===== config.mk =====
export PLATFORM = sky130hd
export DESIGN_NAME = sadc_reader
export DESIGN_NICKNAME = d
export VERILOG_FILES = /design/src/rtl/sadc_pkg.sv /design/src/rtl/sadc_tick.sv /design/src/rtl/sadc_shift.sv /design/src/rtl/sadc_outbuf.sv /design/src/rtl/sadc_reader.sv
export SDC_FILE = /design/constraint.sdc
export NUM_CORES = 1
export LEC_CHECK = 0
export BUFFER_PORTS_ARGS = -buffer_cell sky130_fd_sc_hd__buf_2
export CAP_MARGIN = 20
export CORE_MARGIN = 2
export CORE_UTILIZATION = 45
export CTS_CLUSTER_DIAMETER = 50
export DETAILED_ROUTE_END_ITERATION = 7
export MAX_ROUTING_LAYER = met4
export PLACE_DENSITY = 0.65
export SLEW_MARGIN = 5
export SYNTH_ARGS = -nofsm -noshare
export SYNTH_HDL_FRONTEND = slang
export SYNTH_SLANG_ARGS = --single-unit

===== constraint.sdc =====
create_clock -name clk -period 4.5 [get_ports clk]
set_clock_uncertainty 0.05 [all_clocks]
set_input_delay 0.9 -clock clk [delete_from_list [all_inputs] [get_ports clk]]
set_output_delay 0.9 -clock clk [all_outputs]
set_load 0.05 [all_outputs]

===== src/rtl/sadc_pkg.sv =====
package sadc_pkg;

  typedef enum logic [1:0] {
    ST_IDLE  = 2'd0,
    ST_FRAME = 2'd1,
    ST_QUIET = 2'd2
  } sadc_st_e;

  localparam logic [1:0] RES_12 = 2'd0;
  localparam logic [1:0] RES_10 = 2'd1;
  localparam logic [1:0] RES_8  = 2'd2;

  // number of padding bits after the sample for a resolution code
  function automatic logic [2:0] pad_bits(input logic [1:0] code);
    case (code)
      RES_10:  pad_bits = 3'd2;
      RES_8:   pad_bits = 3'd4;
      default: pad_bits = 3'd0;
    endcase
  endfunction

endpackage


===== src/rtl/sadc_tick.sv =====
module sadc_tick #(
  parameter int HALF_DIV = 2
) (
  input  logic clk,
  input  logic rst_n,
  input  logic run,
  output logic tick
);
  localparam int CW = (HALF_DIV > 1) ? $clog2(HALF_DIV) : 1;
  localparam logic [CW-1:0] LAST = CW'(HALF_DIV - 1);

  logic [CW-1:0] cnt_q;

  assign tick = run && (cnt_q == LAST);

  always_ff @(posedge clk or negedge rst_n) begin
    if (!rst_n)         cnt_q <= '0;
    else if (!run)      cnt_q <= '0;
    else if (tick)      cnt_q <= '0;
    else                cnt_q <= cnt_q + 1'b1;
  end

  // ticks are spaced by HALF_DIV clocks, so two never come back to back unless HALF_DIV is 1
  a_r3_tick_spacing: assert property (@(posedge clk) disable iff (!rst_n)
    (HALF_DIV > 1 && tick) |=> !tick);

endmodule


===== src/rtl/sadc_shift.sv =====
module sadc_shift #(
  parameter int FRAME_BITS = 16
) (
  input  logic                  clk,
  input  logic                  rst_n,
  input  logic                  clr,
  input  logic                  cap,
  input  logic                  din,
  output logic [FRAME_BITS-1:0] word
);
  always_ff @(posedge clk or negedge rst_n) begin
    if (!rst_n)    word <= '0;
    else if (clr)  word <= '0;
    else if (cap)  word <= {word[FRAME_BITS-2:0], din};
  end

  // a capture moves the previous low bit up by one place
  a_r4_shift_order: assert property (@(posedge clk) disable iff (!rst_n)
    (cap && !clr) |=> word[1] == $past(word[0]));

endmodule


===== src/rtl/sadc_outbuf.sv =====
module sadc_outbuf #(
  parameter int W = 12
) (
  input  logic         clk,
  input  logic         rst_n,
  input  logic         load,
  input  logic [W-1:0] din,
  input  logic         ferr_in,
  input  logic         ready,
  output logic         valid,
  output logic [W-1:0] dout,
  output logic         ferr
);
  always_ff @(posedge clk or negedge rst_n) begin
    if (!rst_n) begin
      valid <= 1'b0;
      dout  <= '0;
      ferr  <= 1'b0;
    end else if (load) begin
      valid <= 1'b1;
      dout  <= din;
      ferr  <= ferr_in;
    end else if (ready) begin
      valid <= 1'b0;
    end
  end

  // a waiting word holds until it is taken
  a_r10_hold_word: assert property (@(posedge clk) disable iff (!rst_n)
    (valid && !ready) |=> (valid && $stable(dout) && $stable(ferr)));

  // a taken word leaves unless a new one is loaded
  a_r10_drop_after_take: assert property (@(posedge clk) disable iff (!rst_n)
    (valid && ready && !load) |=> !valid);

endmodule


===== src/rtl/sadc_reader.sv =====
module sadc_reader
  import sadc_pkg::*;
#(
  parameter int HALF_DIV   = 2,
  parameter int QUIET_CYC  = 6,
  parameter int FRAME_BITS = 16,
  parameter int LEAD_BITS  = 4
) (
  input  logic                             clk,
  input  logic                             rst_n,
  input  logic                             start_i,
  input  logic                             abort_i,
  input  logic [1:0]                       res_sel_i,
  input  logic                             rise_cap_i,
  input  logic                             sdata_i,
  output logic                             cs_n_o,
  output logic                             sclk_o,
  output logic                             busy_o,
  output logic                             smp_valid_o,
  input  logic                             smp_ready_i,
  output logic [FRAME_BITS-LEAD_BITS-1:0]  smp_data_o,
  output logic                             smp_ferr_o
);
  localparam int DATA_W = FRAME_BITS - LEAD_BITS;
  localparam int PH_W   = $clog2(2 * FRAME_BITS + 1);
  localparam int QW     = (QUIET_CYC > 1) ? $clog2(QUIET_CYC + 1) : 1;
  localparam logic [PH_W-1:0] PH_END   = PH_W'(2 * FRAME_BITS);
  localparam logic [PH_W-1:0] PH_RLAST = PH_W'(2 * FRAME_BITS - 3);
  localparam logic [QW-1:0]   Q_LAST   = QW'(QUIET_CYC - 1);

  sadc_st_e              st_q;
  logic [PH_W-1:0]       ph_q;
  logic                  cs_n_q, sclk_q, rise_q;
  logic [1:0]            res_q;
  logic [QW-1:0]         qcnt_q;

  logic                  tick, accept, finish, cap_now, fall_slot, rise_slot;
  logic [FRAME_BITS-1:0] word;
  logic [DATA_W-1:0]     aligned;
  logic                  lead_bad;

  assign accept    = (st_q == ST_IDLE) && start_i && !smp_valid_o;
  assign finish    = (st_q == ST_FRAME) && !abort_i && tick && (ph_q == PH_END);
  // phase ph -> ph+1 is a falling serial edge when ph is even
  assign fall_slot = !ph_q[0] && (ph_q != PH_END);
  assign rise_slot = (ph_q == '0) || (ph_q[0] && (ph_q <= PH_RLAST));
  assign cap_now   = (st_q == ST_FRAME) && !abort_i && tick &&
                     (rise_q ? rise_slot : fall_slot);

  sadc_tick #(.HALF_DIV(HALF_DIV)) u_tick (
    .clk  (clk),
    .rst_n(rst_n),
    .run  (st_q == ST_FRAME),
    .tick (tick)
  );

  sadc_shift #(.FRAME_BITS(FRAME_BITS)) u_shift (
    .clk  (clk),
    .rst_n(rst_n),
    .clr  (accept),
    .cap  (cap_now),
    .din  (sdata_i),
    .word (word)
  );

  always_comb begin
    aligned  = word[DATA_W-1:0] >> pad_bits(res_q);
    lead_bad = |word[FRAME_BITS-1:DATA_W];
  end

  sadc_outbuf #(.W(DATA_W)) u_out (
    .clk    (clk),
    .rst_n  (rst_n),
    .load   (finish),
    .din    (aligned),
    .ferr_in(lead_bad),
    .ready  (smp_ready_i),
    .valid  (smp_valid_o),
    .dout   (smp_data_o),
    .ferr   (smp_ferr_o)
  );

  always_ff @(posedge clk or negedge rst_n) begin
    if (!rst_n) begin
      st_q   <= ST_IDLE;
      ph_q   <= '0;
      cs_n_q <= 1'b1;
      sclk_q <= 1'b1;
      rise_q <= 1'b0;
      res_q  <= RES_12;
      qcnt_q <= '0;
    end else begin
      case (st_q)
        ST_IDLE: begin
          if (accept) begin
            st_q   <= ST_FRAME;
            cs_n_q <= 1'b0;
            ph_q   <= '0;
            rise_q <= rise_cap_i;
            res_q  <= res_sel_i;
          end
        end
        ST_FRAME: begin
          if (abort_i) begin
            st_q   <= ST_QUIET;
            cs_n_q <= 1'b1;
            sclk_q <= 1'b1;
            qcnt_q <= '0;
          end else if (tick) begin
            if (ph_q == PH_END) begin
              st_q   <= ST_QUIET;
              cs_n_q <= 1'b1;
              qcnt_q <= '0;
            end else begin
              ph_q   <= ph_q + 1'b1;
              sclk_q <= ~sclk_q;
            end
          end
        end
        ST_QUIET: begin
          if (qcnt_q == Q_LAST) st_q <= ST_IDLE;
          else                  qcnt_q <= qcnt_q + 1'b1;
        end
        default: st_q <= ST_IDLE;
      endcase
    end
  end

  assign cs_n_o = cs_n_q;
  assign sclk_o = sclk_q;
  assign busy_o = (st_q != ST_IDLE);

  // ---------------- checks ----------------
  logic            sclk_d;
  logic [PH_W-1:0] fall_cnt;
  logic [QW-1:0]   hi_cnt;

  always_ff @(posedge clk or negedge rst_n) begin
    if (!rst_n) begin
      sclk_d   <= 1'b1;
      fall_cnt <= '0;
      hi_cnt   <= QW'(QUIET_CYC);
    end else begin
      sclk_d <= sclk_o;
      if (accept)                fall_cnt <= '0;
      else if (sclk_d && !sclk_o) fall_cnt <= fall_cnt + 1'b1;
      if (!cs_n_o)                       hi_cnt <= '0;
      else if (hi_cnt != QW'(QUIET_CYC)) hi_cnt <= hi_cnt + 1'b1;
    end
  end

  // the serial clock rests high while select is high
  a_r2_clk_idles_high: assert property (@(posedge clk) disable iff (!rst_n)
    cs_n_o |-> sclk_o);

  // a delivered word follows exactly FRAME_BITS falling edges
  a_r2_sixteen_falls: assert property (@(posedge clk) disable iff (!rst_n)
    $rose(smp_valid_o) |-> (fall_cnt == PH_W'(FRAME_BITS)));

  // a blocked request leaves select high
  a_r1_blocked_start: assert property (@(posedge clk) disable iff (!rst_n)
    (cs_n_o && (busy_o || smp_valid_o)) |=> cs_n_o);

  // abort closes the frame at once without a word
  a_r8_abort_closes: assert property (@(posedge clk) disable iff (!rst_n)
    (st_q == ST_FRAME && abort_i) |=> (cs_n_o && sclk_o && !smp_valid_o));

  // select stays high for the quiet interval
  a_r9_quiet_gap: assert property (@(posedge clk) disable iff (!rst_n)
    $fell(cs_n_o) |-> (hi_cnt >= QW'(QUIET_CYC)));

endmodule


==> results.py <==
metrics = {
    "place": {
        "place.gp.congestion": 0.792,
        "io_buffer_count": 25,
        "dp_slack_ns": 1.98,
        "place_inst": 308,
        "dp_hpwl_mm": 3.02,
        "place_area_um2": 2440,
    },
    "route": {
        "viasPerCell": 5.37,
        "routed_wl_mm": 4.40,
        "ant_nets": 0,
        "detail_route.iter0.violations": 95,
        "wire_per_inst_um": 13.9,
        "vias": 1701,
        "drc": 0,
        "dr.pass1.iters": 4,
    },
    "global_routing": {
        "grt_pass1_wl_mm": 7.41,
        "grt_max_degree": 48,
        "antenna_found_initial": 0,
        "grt_overflow_total": 0,
        "grt_pass1_vias": 1553,
        "track_usage_pct": 18.1,
    },
    "cells_and_area": {
        "antenna_cells": 0,
        "layout_common_cells": "nand2_1, dfrtp_1, buf_2, mux2i_1",
        "final_common_cell": "nand2_1",
        "drive_gt1_share_pct": 17.6,
        "final_core_util_pct": 52.9,
        "design_area_um2": 2550,
        "fin_nets": 264,
        "finalNonFillerCells": 317,
        "area_growth_pct": 11.5,
    },
    "clock_tree": {
        "cts_hold_buf": 0,
        "cts_sinks": 47,
        "worstSkewPairLatency_ns": 0.30,
        "clock_path_buffers": 2,
        "postCtsSetupBuffers": 0,
        "numCtsBuffers": 5,
        "htreeDepth": 2,
        "cts.reportedPaths.clkPinSlew_ns": 0.09,
        "clock-root-buffer": "clkbuf_8",
        "ctsResizeCount": 0,
        "tritoncts": "yes",
    },
    "synth": {
        "syn-cell-area_um2": 2290,
        "synth_edf_count": 0,
        "syn_nets": 241,
        "synthFlopType": "dfrtp_1",
        "async_flop_share_pct": 100,
        "ys_seq_area_share_pct": 51.6,
        "postSynthCellCount": 226,
        "ys_types": 46,
        "ys_ff_latch": 47,
        "avgSynthCellArea_um2": 10.1,
        "yosysWarnings": 0,
    },
    "worst_setup_path": {
        "critPathMaxStageDelay_ns": 0.67,
        "critical_path_buf_inv_count": 1,
        "cp.arrival_ns": 2.68,
        "crit_type": "flip-flop to flip-flop",
        "path_delay_family": "compound AO/OA/AOI/OAI gates",
        "crit_chain": "inv_1 -> ha_1 -> nor4b_4 -> or3_2 -> a31oi_2 -> mux2i_1",
        "critPathRequiredTime_ns": 4.67,
        "start_kind": "flip-flop",
        "end_kind": "flip-flop",
        "cp_max_fo": 11,
        "critical_path.slowest_cell": "a31oi_2",
    },
    "pwr": {
        "power.density_nw_per_um2": 482,
        "leakagePower_nw": 1.20,
        "irDropWorstVdd_mv": 0.206,
    },
    "timing": {
        "worst_pin_slew_ns": 1.02,
        "period_needed_ns": 2.51,
        "relSlewSlack_pct": 31.9,
        "tns_ns": 0,
        "final-hold-violation-count": 0,
        "max_freq_ghz": 0.398,
        "fin_crit_sh_pct": 55.8,
        "slew_violations": 0,
        "rsz0062_at_grt": "no",
        "timing.final.ws_setup_ns": 1.99,
        "setup_viol": 0,
    },
    "job": {
        "max_cap_violations": 0,
    },
    "floorplan": {
        "fp.dieW_um": 75.3,
        "io_pins": 26,
        "dieArea_um2": 5670,
        "fp.dieH_um": 75.3,
        "rows": 25,
        "core_um2": 4820,
        "initial_utilization_pct": 47.5,
    },
    "hold_path": {
        "hp-class": "flip-flop to flip-flop",
    },
    "status": {
        "status": "finished, final reports clean",
    },
}
==> power by group <==
part,leakage (nW),internal [mW],switching (mW)
clock network,0.0412,0.109,0.140
logic,0.525,0.151,0.282
registers,0.638,0.483,0.0635
total,1.20,0.743,0.485
==> synth_stat cells (2+ instances only) <==
cell | number | area, um2
o31ai_1 | 10 | 75.1
o22ai_1 | 10 | 62.6
nand2b_1 | 2 | 12.5
a211o_1 | 2 | 17.5
nor2b_1 | 2 | 12.5
clkbuf_1 | 7 | 26.3
o21bai_1 | 2 | 15.0
mux2i_1 | 16 | 160
inv_1 | 11 | 41.3
nand2_1 | 49 | 184
nor4_1 | 3 | 18.8
nand4_1 | 4 | 25.0
a31oi_1 | 2 | 12.5
nand3_1 | 4 | 20.0
a21oi_1 | 3 | 15.0
dfrtp_1 | 45 | 1130
dfstp_2 | 2 | 52.6
a22oi_1 | 2 | 15.0
ha_1 | 6 | 75.1
nor2_1 | 11 | 41.3
o21ai_0 | 8 | 40.0
==> cells by family after synthesis <==
group / count (synthesis) / synth area share (%)
simple gates: 86 / 18.5
mux: 18 / 8.16
fa+ha+maj: 6 / 3.28
buf+inv: 21 / 4.00
flops: 47 / 51.6
compound gates: 48 / 14.5
==> flip-flops by register name, indices dropped and copies added (netlist names) <==
register      count
ph_q              6
qcnt_q            3
sclk_o            1
u_out.valid       1
u_tick.cnt_q      1
rise_q            1
u_shift.word     16
cs_n_o            1
res_q             2
u_out.dout       12
st_q              2
u_out.ferr        1
==> layer usage <==
| metal | up-vias | track usage, % | wire length, um |
|---|---|---|---|
| li1 | 856 | - | - |
| met1 | 805 | 24.9 | 2290 |
| met2 | 33 | 26.0 | 1850 |
| met3 | 7 | 4.02 | 184 |
| met4 | 0 | 7.60 | 83 |
| met5 | - | - | 0 |
==> cell type report <==
class,instances,area (um2)
multi-input combinational,158,1020
inverter,11,41.3
fill,461,2270
clock inverter,2,12.5
timing repair buffer,26,145
clock buffer,6,72.6
tap,67,83.8
sequential,47,1180
==> final timing paths <==
check                              start  slack [ns]  depth (start not counted)         endpoint
min reg2reg                u_out.dout[0]        0.43                          2    u_out.dout[0]
max reg2reg                      ph_q[0]        1.99                          6  u_shift.word[6]
min in group asynchronous          rst_n        0.51                          1          ph_q[2]
max in group asynchronous          rst_n        3.32                          2           sclk_o
min                        u_out.dout[0]        0.43                          2    u_out.dout[0]
max                              ph_q[0]        1.99                          6  u_shift.word[6]
==> through the flow <==
step	hold slack (ns)	total power, mW
detailed placement	0.415	0.986
finish	0.426	1.23
CTS	0.434	1.24
floorplan	0.412	0.892
global route	0.455	1.32
global placement	0.408	0.980
==> worst min-delay path, stage by stage (launching register included) <==
cell,delay (ns)
dfrtp_1,0.35
nand2_1,0.05
o31ai_1,0.05
No activity file was read; power rests on OpenSTA's default activity.
